[src/rtl/slr_pkg.sv]
package slr_pkg;
  typedef enum logic [1:0] {
    ST_IDLE = 2'd0,
    ST_WAIT = 2'd1
  } slr_state_t;
endpackage

[src/rtl/slr_sync.sv]
module slr_sync #(
  parameter int W      = 3,
  parameter int STAGES = 2
) (
  input  logic         clk,
  input  logic         rst,
  input  logic [W-1:0] d,
  output logic [W-1:0] q
);
  logic [W-1:0] stage_q [STAGES];

  genvar g;
  generate
    for (g = 0; g < STAGES; g++) begin : g_stage
      if (g == 0) begin : g_first
        always_ff @(posedge clk) begin
          if (rst) stage_q[g] <= '0;
          else     stage_q[g] <= d;
        end
      end else begin : g_next
        always_ff @(posedge clk) begin
          if (rst) stage_q[g] <= '0;
          else     stage_q[g] <= stage_q[g-1];
        end
      end
    end
  endgenerate

  assign q = stage_q[STAGES-1];
endmodule

[src/rtl/slr_level_enc.sv]
module slr_level_enc #(
  parameter int LVL_W    = 3,
  parameter int CLAMP_LO = 3,
  parameter int CLAMP_HI = 6
) (
  input  logic [LVL_W-1:0] level,
  output logic [LVL_W-1:0] code
);
  localparam logic [LVL_W-1:0] LO = LVL_W'(CLAMP_LO);
  localparam logic [LVL_W-1:0] HI = LVL_W'(CLAMP_HI);

  always_comb begin
    if (level >= LO && level <= HI) code = LO;
    else                            code = level;
  end
endmodule

[src/rtl/slr_settle_timer.sv]
module slr_settle_timer #(
  parameter int CNT_W = 16
) (
  input  logic             clk,
  input  logic             rst,
  input  logic             load,
  input  logic [CNT_W-1:0] load_val,
  input  logic             run,
  output logic             expired
);
  logic [CNT_W-1:0] cnt_q;

  always_ff @(posedge clk) begin
    if (rst)                       cnt_q <= '0;
    else if (load)                 cnt_q <= load_val;
    else if (run && cnt_q != '0)   cnt_q <= cnt_q - 1'b1;
  end

  assign expired = (cnt_q == '0);
endmodule

[src/rtl/supply_level_req.sv]
module supply_level_req #(
  parameter int REG_W       = 8,
  parameter int LVL_W       = 3,
  parameter int LVL_LSB     = 3,
  parameter int EN_BIT      = 7,
  parameter int CNT_W       = 16,
  parameter int SYNC_STAGES = 2
) (
  input  logic             clk,
  input  logic             rst,
  input  logic             req_valid,
  input  logic [LVL_W-1:0] req_level,
  input  logic [CNT_W-1:0] settle_cycles,
  input  logic [LVL_W-1:0] stat_level,
  output logic             wr_en,
  output logic [REG_W-1:0] wr_data,
  output logic             busy,
  output logic             done,
  output logic             err
);
  import slr_pkg::*;

  localparam int LVL_MSB = LVL_LSB + LVL_W - 1;

  slr_state_t       state_q;
  logic [LVL_W-1:0] target_q;
  logic [LVL_W-1:0] enc_level;
  logic [LVL_W-1:0] stat_sync;
  logic             accept;
  logic             timer_expired;
  logic [REG_W-1:0] word_next;

  assign accept = (state_q == ST_IDLE) && req_valid;

  slr_level_enc #(.LVL_W(LVL_W), .CLAMP_LO(3), .CLAMP_HI(6)) enc_i (
    .level (req_level),
    .code  (enc_level)
  );

  slr_sync #(.W(LVL_W), .STAGES(SYNC_STAGES)) sync_i (
    .clk (clk),
    .rst (rst),
    .d   (stat_level),
    .q   (stat_sync)
  );

  slr_settle_timer #(.CNT_W(CNT_W)) timer_i (
    .clk      (clk),
    .rst      (rst),
    .load     (accept),
    .load_val (settle_cycles),
    .run      (state_q == ST_WAIT),
    .expired  (timer_expired)
  );

  always_comb begin
    word_next                    = '0;
    word_next[EN_BIT]            = 1'b1;
    word_next[LVL_MSB:LVL_LSB]   = enc_level;
  end

  always_ff @(posedge clk) begin
    if (rst) begin
      state_q  <= ST_IDLE;
      target_q <= '0;
      wr_en    <= 1'b0;
      wr_data  <= '0;
      busy     <= 1'b0;
      done     <= 1'b0;
      err      <= 1'b0;
    end else begin
      wr_en <= 1'b0;
      done  <= 1'b0;
      err   <= 1'b0;
      case (state_q)
        ST_IDLE: begin
          if (req_valid) begin
            target_q <= enc_level;
            wr_en    <= 1'b1;
            wr_data  <= word_next;
            busy     <= 1'b1;
            state_q  <= ST_WAIT;
          end
        end
        ST_WAIT: begin
          if (timer_expired) begin
            if (stat_sync == target_q) done <= 1'b1;
            else                       err  <= 1'b1;
            busy    <= 1'b0;
            state_q <= ST_IDLE;
          end
        end
        default: state_q <= ST_IDLE;
      endcase
    end
  end

  AST_WR_SINGLE: assert property (@(posedge clk) disable iff (rst)
    wr_en |=> !wr_en);
  AST_WR_FLAG: assert property (@(posedge clk) disable iff (rst)
    wr_en |-> wr_data[EN_BIT]);
  AST_WR_CODE: assert property (@(posedge clk) disable iff (rst)
    wr_en |-> (wr_data[LVL_MSB:LVL_LSB] <= LVL_W'(3) ||
               wr_data[LVL_MSB:LVL_LSB] == {LVL_W{1'b1}}));
  AST_RESULT_EXCL: assert property (@(posedge clk) disable iff (rst)
    !(done && err));
  AST_RESULT_PULSE: assert property (@(posedge clk) disable iff (rst)
    (done || err) |=> !(done || err));
  AST_WR_BUSY: assert property (@(posedge clk) disable iff (rst)
    wr_en |-> busy);
  AST_RESULT_FREE: assert property (@(posedge clk) disable iff (rst)
    (done || err) |-> !busy);
  AST_NO_REWRITE: assert property (@(posedge clk) disable iff (rst)
    (busy && $past(busy)) |-> !wr_en);
endmodule

[config.mk]
export PLATFORM = sky130hd
export DESIGN_NAME = supply_level_req
export DESIGN_NICKNAME = d
export VERILOG_FILES = /design/src/rtl/slr_pkg.sv /design/src/rtl/slr_sync.sv /design/src/rtl/slr_level_enc.sv /design/src/rtl/slr_settle_timer.sv /design/src/rtl/supply_level_req.sv
export SDC_FILE = /design/constraint.sdc
export NUM_CORES = 1
export LEC_CHECK = 0
export CAP_MARGIN = 30
export CORE_MARGIN = 10
export CORE_UTILIZATION = 50
export CTS_BUF_LIST = sky130_fd_sc_hd__clkbuf_8
export DETAILED_ROUTE_END_ITERATION = 8
export DONT_BUFFER_PORTS = 1
export SYNTH_ARGS = -nofsm -noshare
export SYNTH_HDL_FRONTEND = slang
export SYNTH_SLANG_ARGS = --single-unit
export TNS_END_PERCENT = 30
[constraint.sdc]
create_clock -name clk -period 5.15 [get_ports clk]
set_clock_uncertainty 0.05 [all_clocks]
set_input_delay 1.03 -clock clk [delete_from_list [all_inputs] [get_ports clk]]
set_output_delay 1.03 -clock clk [all_outputs]
set_load 0.005 [all_outputs]
* After elaboration in Yosys (flattened, before gate mapping)
Memories as Yosys holds them, arrays and structs flattened.
Index checks and enable logic that the tools add are counted.
W data, S select, Z words.
** Word-level totals
- Output and inout port bits :: 12
- Bits in registers :: 29
- RAM bits :: 6
- Bits of input ports :: 25
- Memories kept :: 1
- Logic and storage cells :: 51
** Cells by class
- Bitwise operators :: 5
- $add $sub $neg :: 1
- Reduce and logical (&&, ||, !) cells :: 13
- Equality and inequality tests :: 4
- Multiplexer cells :: 17
- Order comparisons :: 2
** Memory list
- sync_i.stage_q :: depth 2, width 3, rd ports 2, clocked after Yosys merged registers in 0, wr ports 2, RTL line slr_sync.sv:10 : logic [W-1:0] stage_q [STAGES];
** Operators by type and width (number)
- $mux W16 :: 2
- $logic_not A16 Y1 :: 1
- $reduce_bool A16 Y1 :: 1
- $sub A16 B1 Y16 const B :: 1
- $mux W3 :: 3
- $mux W1 :: 8
- $mux W2 :: 2
- $ne A2 B2 Y1 const B :: 2
- $pmux W2 S2 :: 1
- $reduce_and A2 Y1 :: 2
- $reduce_bool A2 Y1 :: 2
- $eq A3 B3 Y1 :: 1
- $ge A3 B2 Y1 const B :: 1
- $le A3 B3 Y1 const B :: 1
- $logic_and A1 B1 Y1 :: 3
- $not A1 Y1 :: 3
- $reduce_and A3 Y1 :: 1
- $reduce_or A3 Y1 :: 1
- $eq A2 B1 Y1 const B :: 1
- $logic_not A2 Y1 :: 1
- $or A1 B1 Y1 :: 2
- $pmux W1 S2 :: 1
- $reduce_or A2 Y1 :: 1

* Depth between registers and ports, before layout
Gate-level depths: netlist of run 1.
- Depth in word-level cells :: 4
- Depth in mapped cells :: 7
- Mapped depth without buffers :: 6

* Hierarchy
Synthesis of run 1 repeated with hierarchy kept, for this count alone.
** Unflattened totals
- Cell total of the unflattened synthesis :: 163
- Area total of the unflattened synthesis :: 1451.4 um^2
** By module, submodules not included
- slr_settle_timer :: instances 1, sequential area each 320.3 um^2, cells an instance 114, area each 944.7 um^2
- supply_level_req :: instances 1, sequential area each 160.2 um^2, cells an instance 34, area each 329.1 um^2
- slr_sync :: instances 1, sequential area each 120.1 um^2, cells an instance 12, area each 157.7 um^2
- slr_level_enc :: instances 1, sequential area each 0.0 um^2, cells an instance 3, area each 20.0 um^2

* Worst setup path before layout of run 1
OpenSTA, ideal clock, no wires.
- Path type :: input to register
- Start point :: input req_valid
- End point :: register timer_i.cnt_q[0]
- Setup slack :: 2.807 ns
- Required time :: 5.005 ns
- Library setup time :: 0.095 ns
- Data arrival time :: 2.198 ns
- Buffers on the path :: 2
- Stages :: 5
- Cells stage by stage :: clkbuf_1 > nor2b_1 > clkbuf_1 > a21oi_1 > a221oi_1
** On the way
- Longest elaborated chain between the ends :: 2
- Elaborated cells between the ends (all ways) :: 3
- Those cells by class :: mux (1); reduce/logical (2)
** RTL lines
- start, declared :: RTL line supply_level_req.sv:11 : input logic req_valid,
- $logic_and A1 B1 Y1 (*) :: RTL line supply_level_req.sv:33 : assign accept = (state_q == ST_IDLE) && req_valid;
- $mux W16 / $reduce_bool A2 Y1 (equally long branches)
- end signal, assigned :: RTL line slr_settle_timer.sv:15 : else if (load) cnt_q <= load_val;
- end signal, assigned :: RTL line slr_settle_timer.sv:16 : else if (run && cnt_q != '0) cnt_q <= cnt_q - 1'b1;
- end, declared :: RTL line slr_settle_timer.sv:11 : logic [CNT_W-1:0] cnt_q;
Mark *: on every way between the ends. The rest lies on a longest branch, timed or not.
A chain may end at the register's enable or synchronous reset.

* Final worst setup path of run 1
- Start point :: register timer_i.cnt_q[1]
- End point :: register timer_i.cnt_q[3]
** On the way
- Longest elaborated chain between the ends :: 3
- Elaborated cells between the ends (all ways) :: 6
- Those cells by class :: add/sub (1); mux (2); reduce/logical (3)
** RTL lines (RTL line)
- $sub A16 B1 Y16 / $reduce_bool A16 Y1 (equally long branches) :: slr_settle_timer.sv:16
- $mux W16 / $logic_and A1 B1 Y1 (equally long branches) :: slr_settle_timer.sv:16
- $mux W16 / $reduce_bool A2 Y1 (equally long branches)
Parallel ways exist; a longest one is shown, timed or not. The select of a mux whose other input is x is not followed.

==> flow_summary.yaml, run 1 <==
timing:
  finalCriticalPeriod_ns: 2.26
  worstMarginPinSlew_ns: 0.826
  setup_tns_ns: 0
  slew_viol_final: 0
  hold_ws_ns: 0.386
  fin_crit_sh_pct: 44.0
  setup_violations: 0
  rsz0062_at_grt: "false"
  hold_violations: 0
  max_slew_margin_pct: 44.9
  timing.fmax_mhz: 442
worst_hold_path:
  hold_start: "sync_i.stage_q[0][0]"
  hold_path.class: "register to register"
  holdPathStages: 1
cells_and_area:
  utilization_pct: 54.6
  layout_commonest_cell: "dfxtp_1"
  final_net_count: 209
  mostFrequentLayoutCells: "dfxtp_1 (30), nor2_1 (22), nor3_1 (9), nor2b_1 (9), nand2_1 (9)"
  antenna_cells_inserted: 0
  drive_gt1_share_pct: 8.20
  area_growth_pct: 5.38
  layout.cells.non_filler: 227
grt:
  grt_overflow: 0
  grt_pass1_wl_um: 6420
  grt_max_degree: 31
  track_usage_pct: 13.2
  antenna_found_initial: 0
  grt_pass1_vias: 1315
pwr:
  ir_worst_vdd_uv: 166
  p_sw_w: 0.000183
  power_leakage_nw: 0.597
  comb_power_share_pct: 21.0
  power_frac_seq_pct: 48.5
  power_density_nw_per_um2: 346
  intPower_w: 0.000395
  p_sw_share_pct: 31.6
  power_w: 0.000577
  power_frac_clock_pct: 30.5
placement:
  port-buffer-count: 0
  dpl.hpwl_um: 2880
  place_congestion: 0.813
  dp_cells: 220
die:
  io_pins: 37
  initial_utilization_pct: 51.8
  die-area_um2: 5810
  core_area_um2: 3050
  num_rows: 20
  die_w_um: 76.2
  dieHeight_um: 76.2
critical_path:
  crit_path_end_kind: "register"
  critPathArrivalTime_ns: 2.39
  critPathLaunch: "timer_i.cnt_q[1]"
  crit_fanout: 10
  rr_worst_depth: 6
  required_ns: 5.27
  worstSetupPathType: "register to register"
  r2r-start: "timer_i.cnt_q[1]"
  start_kind: "register"
clock_tree:
  cts.path.max_buffers: 2
  cts_buffers: 5
  clock_latency_ns: 0.28
  clk_pin_slew_worst_paths_ns: 0.06
  post_cts_buffers: 0
  cts_root_buffer: "clkbuf_8"
  cts.sinks: 30
  cts_tree: "yes"
  cts_hold_buf: 0
  cts_resized: 0
  htreeDepth: 2
routing:
  dr.pass1.iters: 4
  drc: 0
  drt_iter0_drc: 72
  ant_nets: 0
  vias_per_cell: 6.10
  totalWireLength_um: 3900
  num_vias: 1385
  wl_per_cell_um: 17.2
synth:
  synth_top_area_cell: "dfxtp_1"
  async_reset_ff_share_pct: 0
  synthCells: 187
  netlist_area_um2: 1580
  synth_top_area_share_pct: 38.0
  synth_flop_cell: "dfxtp_1"
  yosysWarnings: 0
  yosysSeqAreaShare_pct: 38.0
  syn_area_per_cell_um2: 8.46
  ys_types: 49
  ys_top_cells_by_area: "dfxtp_1 (38%), nor2_1 (5.2%), nor2b_1 (3.6%)"
  ys_ff_latch: 30
  synth_edf_count: 0
status:
  run_status: "completed"
job:
  maxCapViolations: 0
[power groups by stage]
stage	Clock (W)	Sequential, W	Combinational, W
floorplan	0	0.000273	0.000108
global placement	0	0.000284	0.000116
detailed placement	0	0.000284	0.000120
CTS	0.000180	0.000279	0.000121
global route	0.000192	0.000283	0.000136
finish	0.000176	0.000280	0.000121
[sequential cells by signal, indices dropped and copies added, names as in the netlist]
signal,cells
err,1
wr_data,2
target_q,2
state_q,1
sync_i.stage_q,6
timer_i.cnt_q,16
wr_en,1
done,1
[worst paths after layout]
kind / to / slack, ns
setup reg to reg: timer_i.cnt_q[3] / 2.89
hold reg to reg: sync_i.stage_q[1][0] / 0.39
hold / removal: sync_i.stage_q[1][0] / 0.39
setup / recovery: timer_i.cnt_q[3] / 2.89
[synth_stat cells, types with 5 or more instances]
cell type,count
and4_1,5
nor3_1,9
nor2_1,22
nand3_1,6
nor2b_1,9
nand2_1,9
inv_1,5
a21oi_1,6
a211oi_1,5
clkbuf_1,9
dfxtp_1,30
o21ai_0,6
[area by class of cell]
cell class / instances / area, µm²
Tap cell: 44 / 55.1
Sequential cell: 30 / 601
Timing Repair Buffer: 1 / 11.3
Inverter: 5 / 18.8
Clock buffer: 5 / 68.8
Fill cell: 311 / 1390
Multi-Input combinational cell: 140 / 902
Clock inverter: 2 / 10.0
[worst max-delay path, cell delays in order, from the launching register on]
cell       delay, ns
dfxtp_1         0.32
inv_1           0.10
ha_1            0.21
nor4b_4         0.53
nand4_2         0.36
and4_1          0.32
a2111oi_2       0.27
[routing by layer]
| layer | global-route usage [%] | vias up | part of all wire [%] |
|---|---|---|---|
| li1 | - | 673 | - |
| met1 | 15.2 | 654 | 42 |
| met2 | 21.5 | 52 | 47 |
| met3 | 6.72 | 6 | 9.3 |
| met4 | 2.79 | 0 | 1.0 |
| met5 | 0 | - | 0 |
[through the flow]
step	worst slack, ns	cell area [µm²]
after floorplan	2.81	1590
after global placement	2.62	1580
after detailed placement	2.88	1590
after CTS	2.92	1670
after global routing	2.72	1670
final	2.89	1670
[cells by family (layout without fill, tap and decap cells)]
kind of cell | Yosys count | count (layout) | share of synthesized area (%)
compound gates | 36 | 36 | 16.5
xor+xnor | 5 | 5 | 2.77
fa+ha+maj | 1 | 1 | 0.791
buf+inv | 20 | 13 | 5.70
flops | 30 | 30 | 38.0
mux | 3 | 3 | 1.98
other cells | 1 | 4 | 0.237
simple gates | 91 | 91 | 34.0
(Power assumes the default switching activity.)
==> run 2, diff against run 1 <==
--- a/config.mk
+++ b/config.mk
@@ -11,6 +11,7 @@
 export CTS_BUF_LIST = sky130_fd_sc_hd__clkbuf_8
 export DETAILED_ROUTE_END_ITERATION = 8
 export DONT_BUFFER_PORTS = 1
+export PLACE_DENSITY = 0.68
 export SYNTH_ARGS = -nofsm -noshare
 export SYNTH_HDL_FRONTEND = slang
 export SYNTH_SLANG_ARGS = --single-unit
==> constraint.sdc (replaced) <==
create_clock -name clk -period 1.9 [get_ports clk]
set_clock_uncertainty 0.05 [all_clocks]
set_input_delay 0.38 -clock clk [delete_from_list [all_inputs] [get_ports clk]]
set_output_delay 0.38 -clock clk [all_outputs]
set_load 0.005 [all_outputs]
==> run 2 against run 1 <==
Setup slack worse by 2.8 ns. First-iteration DRC count up 120%. Global-route usage increased by 1.4 points. Count of clock-buffer cells in the layout did not move. Cell area is 12% higher. Critical path depth increased by 1. Clock power rose to 2.7 times the previous value. Worst hold slack got worse by 0.29 ns. Register-to-register slack got worse by 2.8 ns. Total power increased to 2.9 times the previous value. Fmax up 25%. Sequential power grew to 2.6 times the previous value. Largest power group unchanged.
==> flow_summary.yaml, run 2 (same netlist as run 1, synthesis figures left out) <==
status:
  run_status: "completed"
pwr:
  ir_worst_vdd_uv: 413
  power_density_nw_per_um2: 908
  power_leakage_nw: 0.697
die:
  core_area_um2: 3050
  die_w_um: 76.2
  num_rows: 20
  initial_utilization_pct: 51.8
  io_pins: 37
  dieHeight_um: 76.2
  die-area_um2: 5810
placement:
  pre_cts_slack_ns: -0.0637
  dpl.hpwl_um: 3030
  place_congestion: 0.900
  place_area_um2: 1710
  port-buffer-count: 0
  dp_cells: 236
routing:
  dr.pass1.iters: 4
  totalWireLength_um: 4240
  ant_nets: 0
  num_vias: 1465
  wl_per_cell_um: 17.3
  drt_iter0_drc: 157
  drc: 0
  vias_per_cell: 5.98
grt:
  grt_overflow: 0
  track_usage_pct: 14.7
  grt_pass1_vias: 1408
  grt_max_degree: 31
  grt_pass1_wl_um: 6980
  antenna_found_initial: 0
cells_and_area:
  largestRegisters: "timer_i.cnt_q: 16 flops, sync_i.stage_q: 6 flops"
  largest_reg_flops: 16
  mostFrequentLayoutCells: "dfxtp_1 (29), nor2_1 (22), buf_4 (18)"
  layout.cells.non_filler: 245
  area_growth_pct: 18.4
  drive_gt1_share_pct: 20.9
  largest_register: "timer_i.cnt_q"
  fin_area_um2: 1870
  antenna_cells_inserted: 0
  layout_commonest_cell: "dfxtp_1"
  final_net_count: 227
timing:
  slew_viol_final: 0
  fin_crit_sh_pct: 95.2
  layout_setup_ws_ns: 0.0914
  rsz0062_at_grt: "true"
  finalCriticalPeriod_ns: 1.81
  hold_violations: 0
  setup_violations: 0
  worstMarginPinSlew_ns: 0.517
  max_slew_margin_pct: 65.3
  timing.fmax_mhz: 553
clock_tree:
  cts.path.max_buffers: 2
  cts_hold_buf: 0
  clk_pin_slew_worst_paths_ns: 0.06
  cts_buffers: 5
  cts_root_buffer: "clkbuf_8"
  cts.sinks: 30
  clock_latency_ns: 0.28
  cts_tree: "yes"
  htreeDepth: 2
critical_path:
  critPathArrivalTime_ns: 1.96
  start_kind: "register"
  required_ns: 2.05
  crit_fanout: 8
  worstSetupPathType: "register to register"
  crit_path_end_kind: "register"
job:
  maxCapViolations: 0
worst_hold_path:
  hold_path.class: "input pin to register"
run 2: cell types whose count changed in the layout (fill, tap and decap cells not counted), sizes merged:
cell	delta
buf	+18
run 2: cell type report:
type,count,area [µm²]
Inverter,5,18.8
Tap cell,44,55.1
Clock inverter,2,10.0
Clock buffer,5,68.8
Fill cell,279,1180
Sequential cell,30,602
Timing Repair Buffer,19,146
Multi-Input combinational cell,140,971
run 2: repair_timing:
| action | 4_1_cts | 5_1_grt |
|---|---|---|
| pin swaps | 1 | 2 |
| buffers inserted | 1 | 1 |
| gates resized for setup | 4 | 9 |
| endpoints found under the setup margin | 2 | 9 |
run 2: worst max-delay path, stage by stage, from the launching register on:
cell,delay (ns)
dfxtp_1,0.33
inv_1,0.07
ha_4,0.16
nor4b_4,0.13
buf_6,0.14
and4_4,0.17
or3_2,0.46
a311oi_2,0.21
run 2: stage by stage:
| stage | setup TNS, ns | hold slack (ns) | total power [W] | util (%) |
|---|---|---|---|---|
| after CTS | 0 | 0.104 | 0.00166 | 59.2 |
| after detailed placement | -0.0637 | 0.378 | 0.00117 | 55.9 |
| final | 0 | 0.0997 | 0.00170 | 61.3 |
| after global placement | 0 | 0.373 | 0.00116 | 55.9 |
| after global routing | -0.00420 | 0.0833 | 0.00181 | 61.3 |
| after floorplan | 0 | 0.364 | 0.00103 | - |
run 2: final timing paths:
| check | cells after the start | startpoint | to | slack (ns) |
|---|---|---|---|---|
| hold reg to reg | 1 | sync_i.stage_q[0][0] | sync_i.stage_q[1][0] | 0.39 |
| setup / recovery | 7 | timer_i.cnt_q[0] | timer_i.cnt_q[2] | 0.09 |
| setup reg to reg | 7 | timer_i.cnt_q[0] | timer_i.cnt_q[2] | 0.09 |
| hold / removal | 1 | rst | timer_i.cnt_q[1] | 0.1 |
run 2: report_power, final:
group | internal [W] | switching (W)
Combinational | 0.000233 | 0.000248
Sequential | 0.000683 | 0.0000561
Clock | 0.000245 | 0.000235
Total | 0.00116 | 0.000539
run 2: routing by layer:
layer	track usage [%]	vias to the layer above	share of wire (%)
met5	0	-	0
met4	4.83	0	1.3
met3	5.78	5	9.4
met2	24.1	67	49
met1	17.0	686	40
li1	-	707	-
==> run 3, diff against run 2 <==
--- a/config.mk
+++ b/config.mk
@@ -12,6 +12,7 @@
 export DETAILED_ROUTE_END_ITERATION = 8
 export DONT_BUFFER_PORTS = 1
 export PLACE_DENSITY = 0.68
+export SETUP_SLACK_MARGIN = 0.1
 export SYNTH_ARGS = -nofsm -noshare
 export SYNTH_HDL_FRONTEND = slang
 export SYNTH_SLANG_ARGS = --single-unit
==> run 3 against run 2 <==
Cell count up 2.9%. Non-clock buffer count increased by 6. Count of clock-buffer cells in the layout up 1. Global-route usage down 0.20 points. Cell area grew 3.9%. Critical path type unchanged. First-iteration DRC count shrank 5.7%. Core utilization is 2.4 points higher. Critical endpoint unchanged. Die area stayed put. Sequential power about the same. Via count up 2.9%.
==> flow_summary.yaml, run 3 (same netlist as run 1, synthesis figures left out) <==
clock_tree:
  cts_buffers: 5
  htreeDepth: 2
  clock_latency_ns: 0.29
  clk_pin_slew_worst_paths_ns: 0.07
  cts_tree: "yes"
  cts_root_buffer: "clkbuf_8"
  cts.sinks: 30
  cts.path.max_buffers: 2
die:
  initial_utilization_pct: 51.8
  core_area_um2: 3050
  dieHeight_um: 76.2
  die_w_um: 76.2
  io_pins: 37
  die-area_um2: 5810
  num_rows: 20
routing:
  wl_per_cell_um: 17.4
  num_vias: 1507
  drc: 0
  totalWireLength_um: 4380
  ant_nets: 0
  dr.pass1.iters: 4
  drt_iter0_drc: 148
  vias_per_cell: 5.98
critical_path:
  required_ns: 2.05
  crit_buf_inv: 2
  critPathArrivalTime_ns: 2.00
  worstSetupPathType: "register to register"
  crit_family: "simple AND/OR/NAND/NOR gates"
  ff2ff_setup_slack_ns: 0.05
  crit_path_end_kind: "register"
  slowest_stage: "or3_2"
  start_kind: "register"
  crit_fanout: 8
  max_stage_delay_ns: 0.46
  path_cells: "inv_2, ha_4, nor4b_4, buf_6, and4_4, or3_2, a311oi_2"
timing:
  layout_setup_ws_ns: 0.0536
  hold_violations: 0
  hold_ws_ns: 0.0969
  finalCriticalPeriod_ns: 1.85
  setup_violations: 0
  rsz0062_at_grt: "true"
  timing.fmax_mhz: 542
  slew_viol_final: 0
  fin_crit_sh_pct: 97.2
status:
  run_status: "completed"
cells_and_area:
  largestRegisters: "timer_i.cnt_q: 16 flops, sync_i.stage_q: 6 flops"
  layout.cells.non_filler: 252
  final_net_count: 233
  mostFrequentLayoutCells: "dfxtp_1 (28), buf_4 (24), nor2_1 (22)"
  area_growth_pct: 23.0
  largest_reg_flops: 16
  fin_area_um2: 1950
  antenna_cells_inserted: 0
  layout_commonest_cell: "dfxtp_1"
  largest_register: "timer_i.cnt_q"
  drive_gt1_share_pct: 25.0
placement:
  place_congestion: 0.935
  place_area_um2: 1710
  dp_cells: 235
  pre_cts_slack_ns: -0.0224
  port-buffer-count: 0
  dpl.hpwl_um: 3050
job:
  maxCapViolations: 0
pwr:
  ir_worst_vdd_uv: 475
  power_leakage_nw: 0.738
  power_w: 0.00180
  power_density_nw_per_um2: 924
grt:
  antenna_found_initial: 0
  grt_pass1_wl_um: 7010
  grt_overflow: 0
  track_usage_pct: 14.5
  grt_pass1_vias: 1424
  grt_max_degree: 31
worst_hold_path:
  hold_path.class: "input pin to register"
-- run 3: routing by layer --
metal / GRT usage [%] / wire length, µm
met1: 17.3 / 1840
met2: 23.8 / 2130
met3: 5.42 / 355
met4: 3.90 / 53
met5: 0 / 0
-- run 3: worst paths after layout --
kind	depth (start not counted)	endpoint	start
max	7	timer_i.cnt_q[2]	timer_i.cnt_q[1]
min reg2reg	1	sync_i.stage_q[1][2]	sync_i.stage_q[0][2]
max reg2reg	7	timer_i.cnt_q[2]	timer_i.cnt_q[1]
min	1	timer_i.cnt_q[1]	rst
-- run 3: what timing repair did --
action / 4_1_cts / 5_1_grt
resized for setup: 6 / 8
setup buffers: 4 / 4
hold endpoints to repair: 0 / 0
pin swaps: 3 / 5
cloned: 1 / 0
hold buffers: 0 / 0
setup endpoints to repair: 9 / 12
-- run 3: power by group --
group	internal, W	switching [W]	total, W	leakage (nW)
Combinational	0.000253	0.000264	0.000516	0.442
Sequential	0.000683	0.0000574	0.000740	0.248
Clock	0.000291	0.000251	0.000542	0.0472
-- run 3: worst reg2reg max path, cell delays in order (launching register included) --
cell	delay, ns
dfxtp_2	0.34
inv_2	0.05
ha_4	0.15
nor4b_4	0.13
buf_6	0.15
and4_4	0.17
or3_2	0.46
a311oi_2	0.25
-- run 3: final cells by class --
class | count | area, µm²
fillers | 287 | 1110
clock buffers | 6 | 82.6
well taps | 44 | 55.1
repair buffers | 25 | 191
inverters | 5 | 18.8
clock inverters | 2 | 12.5
multi-input cells | 140 | 982
flip-flops and latches | 30 | 603
-- run 3: stage by stage --
step                      TNS (ns)  utilization [%]
after floorplan                  0                -
after global placement           0             56.1
after detailed placement   -0.0224             56.1
after CTS                        0             61.2
after global routing       -0.0737             63.7
final                            0             63.7
